<file path="src/rtl/pfxc_pkg.sv">
package pfxc_pkg;

    localparam int unsigned PFXC_MAX_W = 32;

    // Mask with the 'len' most significant bits of a 'w'-bit field set.
    function automatic logic [PFXC_MAX_W-1:0] lead_mask(input int unsigned w,
                                                        input int unsigned len);
        logic [PFXC_MAX_W-1:0] m;
        m = '0;
        for (int unsigned b = 0; b < PFXC_MAX_W; b++) begin
            if (b < w && (b + len) >= w) m[b] = 1'b1;
        end
        return m;
    endfunction

endpackage

</file>
<file path="src/rtl/pfxc_rule_store.sv">
module pfxc_rule_store #(
    parameter int unsigned NR  = 16,
    parameter int unsigned NF  = 2,
    parameter int unsigned FW  = 8,
    parameter int unsigned LW  = 4,
    parameter int unsigned RIW = 4,
    parameter int unsigned FIW = 1
) (
    input  logic                       clk,
    input  logic                       rst_n,
    input  logic                       cfg_we,
    input  logic [RIW-1:0]             cfg_rule,
    input  logic [FIW-1:0]             cfg_field,
    input  logic [FW-1:0]              cfg_val,
    input  logic [LW-1:0]              cfg_len,
    input  logic                       cfg_act,
    output logic [NR-1:0]              act_o,
    output logic [NR*NF-1:0][FW-1:0]   val_o,
    output logic [NR*NF-1:0][LW-1:0]   len_o
);

    typedef struct packed {
        logic [NR-1:0]            act;
        logic [NR*NF-1:0][FW-1:0] val;
        logic [NR*NF-1:0][LW-1:0] len;
    } store_t;

    store_t state_d, state_q;

    always_comb begin
        state_d = state_q;
        if (cfg_we && (32'(cfg_rule) < NR) && (32'(cfg_field) < NF)) begin
            state_d.act[cfg_rule]                          = cfg_act;
            state_d.val[32'(cfg_rule) * NF + 32'(cfg_field)] = cfg_val;
            state_d.len[32'(cfg_rule) * NF + 32'(cfg_field)] = cfg_len;
        end
    end

    always_ff @(posedge clk or negedge rst_n) begin
        if (!rst_n) state_q <= '0;
        else        state_q <= state_d;
    end

    assign act_o = state_q.act;
    assign val_o = state_q.val;
    assign len_o = state_q.len;

    AST_CFG_LEN_STORED: assert property (@(posedge clk) disable iff (!rst_n)
        (cfg_we && (32'(cfg_rule) < NR) && (32'(cfg_field) < NF)) |=>
        (state_q.len[$past(32'(cfg_rule)) * NF + $past(32'(cfg_field))] == $past(cfg_len)
         && state_q.act[$past(cfg_rule)] == $past(cfg_act)));

endmodule

</file>
<file path="src/rtl/pfxc_field_match.sv">
module pfxc_field_match
    import pfxc_pkg::*;
#(
    parameter int unsigned NR = 16,
    parameter int unsigned FW = 8,
    parameter int unsigned LW = 4
) (
    input  logic [FW-1:0]          key,
    input  logic [NR-1:0][FW-1:0]  val,
    input  logic [NR-1:0][LW-1:0]  len,
    output logic [NR-1:0]          vec
);

    always_comb begin
        logic [PFXC_MAX_W-1:0] m;
        for (int unsigned r = 0; r < NR; r++) begin
            m      = lead_mask(FW, 32'(len[r]));
            vec[r] = (((key ^ val[r]) & m[FW-1:0]) == '0);
        end
    end

endmodule

</file>
<file path="src/rtl/pfxc_prio_enc.sv">
module pfxc_prio_enc #(
    parameter int unsigned NR = 16,
    parameter int unsigned IW = 4
) (
    input  logic [NR-1:0] vec,
    output logic          hit,
    output logic [IW-1:0] idx
);

    always_comb begin
        hit = 1'b0;
        idx = '0;
        for (int r = NR - 1; r >= 0; r--) begin
            if (vec[r]) begin
                hit = 1'b1;
                idx = IW'(r);
            end
        end
    end

endmodule

</file>
<file path="src/rtl/pfxc_top.sv">
module pfxc_top #(
    parameter int unsigned NUM_RULES  = 16,
    parameter int unsigned NUM_FIELDS = 2,
    parameter int unsigned FIELD_W    = 8,
    localparam int unsigned RIW = (NUM_RULES > 1) ? $clog2(NUM_RULES) : 1,
    localparam int unsigned FIW = (NUM_FIELDS > 1) ? $clog2(NUM_FIELDS) : 1,
    localparam int unsigned LW  = $clog2(FIELD_W + 1),
    localparam int unsigned KW  = NUM_FIELDS * FIELD_W
) (
    input  logic              clk,
    input  logic              rst_n,
    input  logic              cfg_we,
    input  logic [RIW-1:0]    cfg_rule,
    input  logic [FIW-1:0]    cfg_field,
    input  logic [FIELD_W-1:0] cfg_val,
    input  logic [LW-1:0]     cfg_len,
    input  logic              cfg_act,
    input  logic              in_valid,
    input  logic [KW-1:0]     in_key,
    output logic              out_valid,
    output logic              out_hit,
    output logic [RIW-1:0]    out_idx
);

    localparam int unsigned NR = NUM_RULES;
    localparam int unsigned NF = NUM_FIELDS;

    logic [NR-1:0]                 st_act;
    logic [NR*NF-1:0][FIELD_W-1:0] st_val;
    logic [NR*NF-1:0][LW-1:0]      st_len;
    logic [NF-1:0][NR-1:0]         field_vec;
    logic [NR-1:0]                 match_vec;
    logic                          enc_hit;
    logic [RIW-1:0]                enc_idx;

    pfxc_rule_store #(
        .NR(NR), .NF(NF), .FW(FIELD_W), .LW(LW), .RIW(RIW), .FIW(FIW)
    ) u_store (
        .clk(clk), .rst_n(rst_n),
        .cfg_we(cfg_we), .cfg_rule(cfg_rule), .cfg_field(cfg_field),
        .cfg_val(cfg_val), .cfg_len(cfg_len), .cfg_act(cfg_act),
        .act_o(st_act), .val_o(st_val), .len_o(st_len)
    );

    for (genvar f = 0; f < NF; f++) begin : g_field
        logic [NR-1:0][FIELD_W-1:0] fv;
        logic [NR-1:0][LW-1:0]      fl;
        always_comb begin
            for (int unsigned r = 0; r < NR; r++) begin
                fv[r] = st_val[r * NF + f];
                fl[r] = st_len[r * NF + f];
            end
        end
        pfxc_field_match #(.NR(NR), .FW(FIELD_W), .LW(LW)) u_match (
            .key(in_key[f*FIELD_W +: FIELD_W]),
            .val(fv), .len(fl), .vec(field_vec[f])
        );
    end

    always_comb begin
        match_vec = st_act;
        for (int unsigned f = 0; f < NF; f++) match_vec &= field_vec[f];
    end

    pfxc_prio_enc #(.NR(NR), .IW(RIW)) u_enc (
        .vec(match_vec), .hit(enc_hit), .idx(enc_idx)
    );

    typedef struct packed {
        logic           valid;
        logic           hit;
        logic [RIW-1:0] idx;
    } res_t;

    res_t res_d, res_q;

    always_comb begin
        res_d       = '0;
        res_d.valid = in_valid;
        if (in_valid && enc_hit) begin
            res_d.hit = 1'b1;
            res_d.idx = enc_idx;
        end
    end

    always_ff @(posedge clk or negedge rst_n) begin
        if (!rst_n) res_q <= '0;
        else        res_q <= res_d;
    end

    assign out_valid = res_q.valid;
    assign out_hit   = res_q.hit;
    assign out_idx   = res_q.idx;

    AST_VALID_FOLLOWS: assert property (@(posedge clk) disable iff (!rst_n)
        in_valid |=> out_valid);
    AST_NO_SPURIOUS_VALID: assert property (@(posedge clk) disable iff (!rst_n)
        !in_valid |=> !out_valid);
    AST_MISS_ZERO_IDX: assert property (@(posedge clk) disable iff (!rst_n)
        (out_valid && !out_hit) |-> (out_idx == '0));
    AST_WINNER_MATCHES: assert property (@(posedge clk) disable iff (!rst_n)
        enc_hit |-> (match_vec[enc_idx] && ((match_vec & ((NR'(1) << enc_idx) - NR'(1))) == '0)));
    AST_HIT_NEEDS_ACTIVE: assert property (@(posedge clk) disable iff (!rst_n)
        enc_hit |-> st_act[enc_idx]);

endmodule

</file>
<file path="config.mk">
export PLATFORM = sky130hd
export DESIGN_NAME = pfxc_top
export DESIGN_NICKNAME = d
export VERILOG_FILES = /design/src/rtl/pfxc_pkg.sv /design/src/rtl/pfxc_rule_store.sv /design/src/rtl/pfxc_field_match.sv /design/src/rtl/pfxc_prio_enc.sv /design/src/rtl/pfxc_top.sv
export SDC_FILE = /design/constraint.sdc
export NUM_CORES = 1
export LEC_CHECK = 0
export BUFFER_PORTS_ARGS = -buffer_cell sky130_fd_sc_hd__buf_2
export CORE_MARGIN = 2
export CORE_UTILIZATION = 58
export DETAILED_ROUTE_END_ITERATION = 12
export GPL_TIMING_DRIVEN = 0
export PLACE_DENSITY_LB_ADDON = 0.12
export SKIP_LAST_GASP = 1
export SLEW_MARGIN = 30
export SYNTH_ARGS = -nofsm -noshare
export SYNTH_HDL_FRONTEND = slang
export SYNTH_HIERARCHICAL = 1
export SYNTH_SLANG_ARGS = --single-unit
</file>
<file path="constraint.sdc">
create_clock -name clk -period 2.75 [get_ports clk]
set_clock_uncertainty 0.2 [all_clocks]
set_input_delay 0.1375 -clock clk [delete_from_list [all_inputs] [get_ports clk]]
set_output_delay 0.1375 -clock clk [all_outputs]
set_load 0.02 [all_outputs]
</file>
**Word-level counts from Yosys, hierarchy flattened**

Cells that the tools add are included.

- Div/mod/pow operators: 0
- Mux-type cells: 298
- Bitwise operators: 66
- Multipliers: 0
- Order comparisons: 260
- Shift-type cells: 0
- Equality and inequality tests: 0
- Add/sub/neg operators: 225
- Reduce and logical (&&, ||, !) cells: 35

Operators with widths:

| cell | count |
|---|---|
| >= comparator 32 x 4 -> 1 bit, second input constant | 224 |
| adder 3 x 4 -> 5 bit, first input constant | 128 |
| adder 2 x 4 -> 5 bit, first input constant | 64 |
| two-way mux 1 bit | 273 |
| bitwise AND 8 bit | 32 |
| bitwise mux 256 bit | 1 |
| zero test 8 bit | 32 |
| XOR 8 bit | 32 |
| adder 1 x 4 -> 5 bit, first input constant | 32 |
| bitwise mux 128 bit | 1 |
| >= comparator 4 bit, second input constant | 32 |
| two-way mux 4 bit | 17 |
| demux 8 bit (select 5 bit) | 1 |
| bitwise AND 16 bit | 2 |
| >= comparator 32 x 1 -> 1 bit, second input constant | 1 |
| less-than comparator 32 x 6 -> 1 bit, second input constant | 1 |
| demux 4 bit (select 5 bit) | 1 |
| bitwise mux 16 bit | 1 |
| two-way mux 8 bit | 1 |
| adder 5 x 1 -> 6 bit | 1 |
| less-than comparator 4 x 5 -> 1 bit, second input constant | 1 |
| two-way mux 5 bit | 1 |
| demux 1 bit (select 4 bit) | 1 |
| >= comparator 4 x 1 -> 1 bit, second input constant | 1 |
| logical AND 1 bit | 3 |

- Word-level logic and storage cells: 952
- Memories: 0
- Flip-flop bits (word level): 406
- RAM bits: 0
- Bits in latches: 0
- ROM bits: 0

**Logic depth before layout (Yosys ltp)**

- Word-level depth: 25
- Mapped depth: 14

**Cells and area by module**

Netlist, hierarchy kept.

By module, submodules not included:

| module | area each (um^2) | cells each | seq. area each (um^2) | instances |
|---|---|---|---|---|
| pfxc_rule_store | 15257.1 | 941 | 10009.6 | 1 |
| pfxc_field_match (g_field[1].u_match) | 4030.1 | 560 | 0.0 | 1 |
| pfxc_field_match (g_field[0].u_match) | 3903.7 | 558 | 0.0 | 1 |
| pfxc_top | 282.8 | 27 | 150.1 | 1 |
| pfxc_prio_enc | 178.9 | 33 | 0.0 | 1 |

**Least setup slack after synthesis**

Ideal clock, no wire load.

- Kind: reg-to-reg
- Start point: register u_store.state_q, in the netlist u_store/len_o[89]
- End point: register res_q, in the netlist out_idx[3]
- Required time: 2.484 ns
- Stages on the path, launching flop included: 13
- Clock period less this slack: 2.836 ns
- Arrival: 2.569 ns
- Setup slack: -0.086 ns
- Cells stage by stage: dfrtp_1 -> inv_1 -> ha_1 -> a21oi_2 -> xnor2_1 -> a21oi_1 -> or4_1 -> nor4_1 -> and3_1 -> nor4_2 -> and3_1 -> nor3b_1 -> and3_1

RTL lines:

| item | RTL line | RTL |
|---|---|---|
| start, declared | pfxc_rule_store.sv:28 | `store_t state_d, state_q;` |
| start signal, assigned | pfxc_rule_store.sv:41 | `else state_q <= state_d;` |
| end signal, assigned | pfxc_top.sv:88 | `else res_q <= res_d;` |
| end, declared | pfxc_top.sv:75 | `res_t res_d, res_q;` |

==> summary.txt <==
Run status
  – Outcome: complete, but fails checks
  – Failing checks: negative setup slack

Floorplan
  – Die W: 206 microns
  – Starting density of the core: between 50 and 60%
  – Io pins: 44
  – Core area: between 40000 and 50000 sq um
  – Die ar.: ~42000 sq um
  – Rows: between 70 and 80
  – Die Y: 206 microns

Worst setup path
  – Worst setup EP type: flip-flop
  – Kind of critical path: reg -> reg
  – Worst EP required: approximately 3 ns
  – CP startpoint kind: flip-flop
  – Crit Path Max Fanout: 5
  – CP arrival: 3.44 ns

Layout
  – Layout area overhead: 14.8%
  – Share of layout cells above drive strength 1: between 30% and 40%
  – Fill cells: between 3k and 4k
  – Commonest non-fill, non-tap cells in the layout: mux2_2 (400), dfrtp_1 (381), xnor2_1 (182)
  – Post-Layout Cell Count: ~2.8k
  – # diodes: 0
  – Final nets: between 2k and 2.5k
  – Most common cell after layout, fill and taps aside: mux2_2

Timing
  – Worst slew margin: 33.1%
  – Fin. Hold Viols: 0
  – Fin. max-slew vios: 0
  – Fin crit period: approximately 3.1 ns
  – Final setup viols: 5
  – RSZ-0062 raised after global routing: true
  – Hold slack: 0.0859 ns
  – Tcrit/Tclk final: 114%
  – Fmax: roughly 320 MHz
  – Setup WS post-layout: -0.387 ns
  – Worst slew pin tran: between 1 and 1.5 ns
  – Total Neg Setup Slack: -1.91 ns

Min path
  – Hold Crit Class: in -> reg

Clock network
  – CTS sink count: 406
  – H-tree depth: 2
  – Worst-path clk slew: approximately 0.060 ns
  – Root Driver: clkbuf_16
  – Clk Latency, worst-skew pair: 0.57 ns
  – CTS Buf Count: 46
  – Longest Clk Path Bufs: 3
  – TritonCTS clock tree: built

Power
  – Final Power: 20.7 mW
  – Pwr Density: around 760 nW/um^2
  – Static Leakage: about 12 nW
  – VDD IR-drop max: around 0.00057 V

Detailed routing
  – Total wire length: roughly 64000 microns
  – ANT nets after route: 0
  – DR DRC count: 0
  – DR vias: 16.9k
  – Drt initial violations: 1198
  – Wirelength per Cell: about 23 microns
  – Pre-antenna DRT Iters: 5
  – Vias per inst: 5.98

Yosys
  – EDFF count, synth: 0
  – Synthesized area per cell: roughly 11 sq um
  – Cell variety after synth: 77
  – Sequential fraction of the synthesis area: 43.0%
  – Synth warnings: 6
  – Mapped cell area: approximately 24000 sq um
  – Synthesized Nets: 2262
  – Ys async rst share: 100%
  – Synth Flop Type: dfrtp_1
  – Post-Syn Instances: roughly 2.1k
  – Yosys reg bits: roughly 400

Global route
  – Largest net degree at the start of global routing: 76
  – First-pass GRT wire length: 98400 microns
  – GR Util All Layers: a little under a third
  – Vias in the first global route: between 15k and 20k
  – Gr ovfl total: 0
  – Initial antenna violation count: 1

Place
  – Post-Place Cells: between 2k and 3k
  – Dpl hpwl: approximately 43000 microns
  – Dpl ws: -0.922 ns
  – # port buffers: 27
  – Gpl congestion: around 0.9

Run
  – Max Cap Violations: 0
[routing by layer]
layer	share of wire (%)	vias to the layer above	GRT usage, %
li1	-	7762	-
met1	43	8461	40.6
met2	47	464	50.4
met3	5.1	163	4.73
met4	4.4	2	12.5
met5	0.020	-	0
[path summary, 6_finish.rpt]
kind                                                    start                             end  slack, ns  cells after the start
worst max register to register  u_store/len_o[71]$_DFFE_PN0P_            out_idx[3]$_DFF_PN0_      -0.39                     12
worst max-delay path            u_store/len_o[71]$_DFFE_PN0P_            out_idx[3]$_DFF_PN0_      -0.39                     12
min in group asynchronous                               rst_n  u_store/val_o[133]$_DFFE_PN0P_       0.46                      4
max in group asynchronous                               rst_n  u_store/len_o[125]$_DFFE_PN0P_       0.78                      6
worst min register to register   u_store/act_o[1]$_DFFE_PN0P_    u_store/act_o[1]$_DFFE_PN0P_       0.30                      1
worst min-delay path                                 in_valid             out_valid$_DFF_PN0_       0.09                      2
[Yosys cell counts (13+ instances only)]
library cell	number	share of area [%]
dfrtp_1	406	43
mux2_2	400	19
xnor2_1	182	6.7
a21oi_1	120	2.5
ha_1	105	5.6
xor2_1	105	3.9
nor2_1	101	1.6
nand2_1	90	1.4
o21ai_0	74	1.6
inv_1	53	0.84
buf_2	50	1.1
clkbuf_1	45	0.71
nor3_1	33	0.70
a211oi_1	24	0.76
and3_1	24	0.63
buf_4	23	0.73
nor2b_1	22	0.58
a31oi_1	19	0.50
o21ai_1	17	0.36
o22ai_1	15	0.40
nor4_1	14	0.37
nand3_1	13	0.28
[flip-flops by register name, indices dropped and copies added (netlist names)]
name	count
u_store/val_o	256
u_store/act_o	16
out_valid	1
out_hit	1
out_idx	4
u_store/len_o	128
[critical path: stages (launching register included)]
cell      delay (ns)
dfrtp_1         0.43
buf_6           0.15
ha_4            0.15
buf_4           0.12
buf_4           0.13
a311oi_1        0.40
o22ai_2         0.17
nor4_4          0.43
and3_4          0.27
nor4_4          0.05
and3_4          0.16
nand4_1         0.21
and3_1          0.19
[metrics by stage]
stage	util [%]	area, sq um
2_1_floorplan	-	23700
3_3_place_gp	61.1	24400
3_5_place_dp	61.6	24600
4_1_cts	67.4	27000
5_1_grt	67.9	27200
6_report	67.9	27200
[cell families (layout without fill, tap and decap cells)]
logic type	count (synthesis)	after routing	synth area share [%]
AO/OA/AOI/OAI	370	370	9.95
flip-flops	406	406	43.0
adder cells (fa/ha/maj)	105	105	5.55
AND/OR/NAND/NOR	364	364	7.84
XOR/XNOR	287	287	10.6
buffers and inverters	186	359	3.98
multiplexers	401	401	19.1
[power by group]
group	total (mW)	internal (mW)	leakage [nW]	switching (mW)
combinational	6.22	3.11	5.93	3.11
clock	6.28	3.81	0.763	2.47
sequential	8.24	7.17	5.15	1.07
total	20.7	14.1	11.8	6.64
[area by class of cell]
cell class                      count  area (sq um)  area share (%)
Multi-Input combinational cell   1527         13000            47.8
Sequential cell                   406         10200            37.5
Clock buffer                       70          1380            5.06
Timing Repair Buffer               91           833            3.07
Buffer                            129           739            2.72
Tap cell                          525           657            2.42
Inverter                           56           220           0.811
Clock inverter                     13           169           0.622
[repair_timing]
item | CTS | global route
hold buffers | 21 | 1
setup endpoints to repair | 5 | 5
pin swaps | 23 | 13
buffers inserted | 29 | 7
resized for setup | 88 | 35
hold endpoints to repair | 255 | 6
Power figures use the tool's default switching activity.
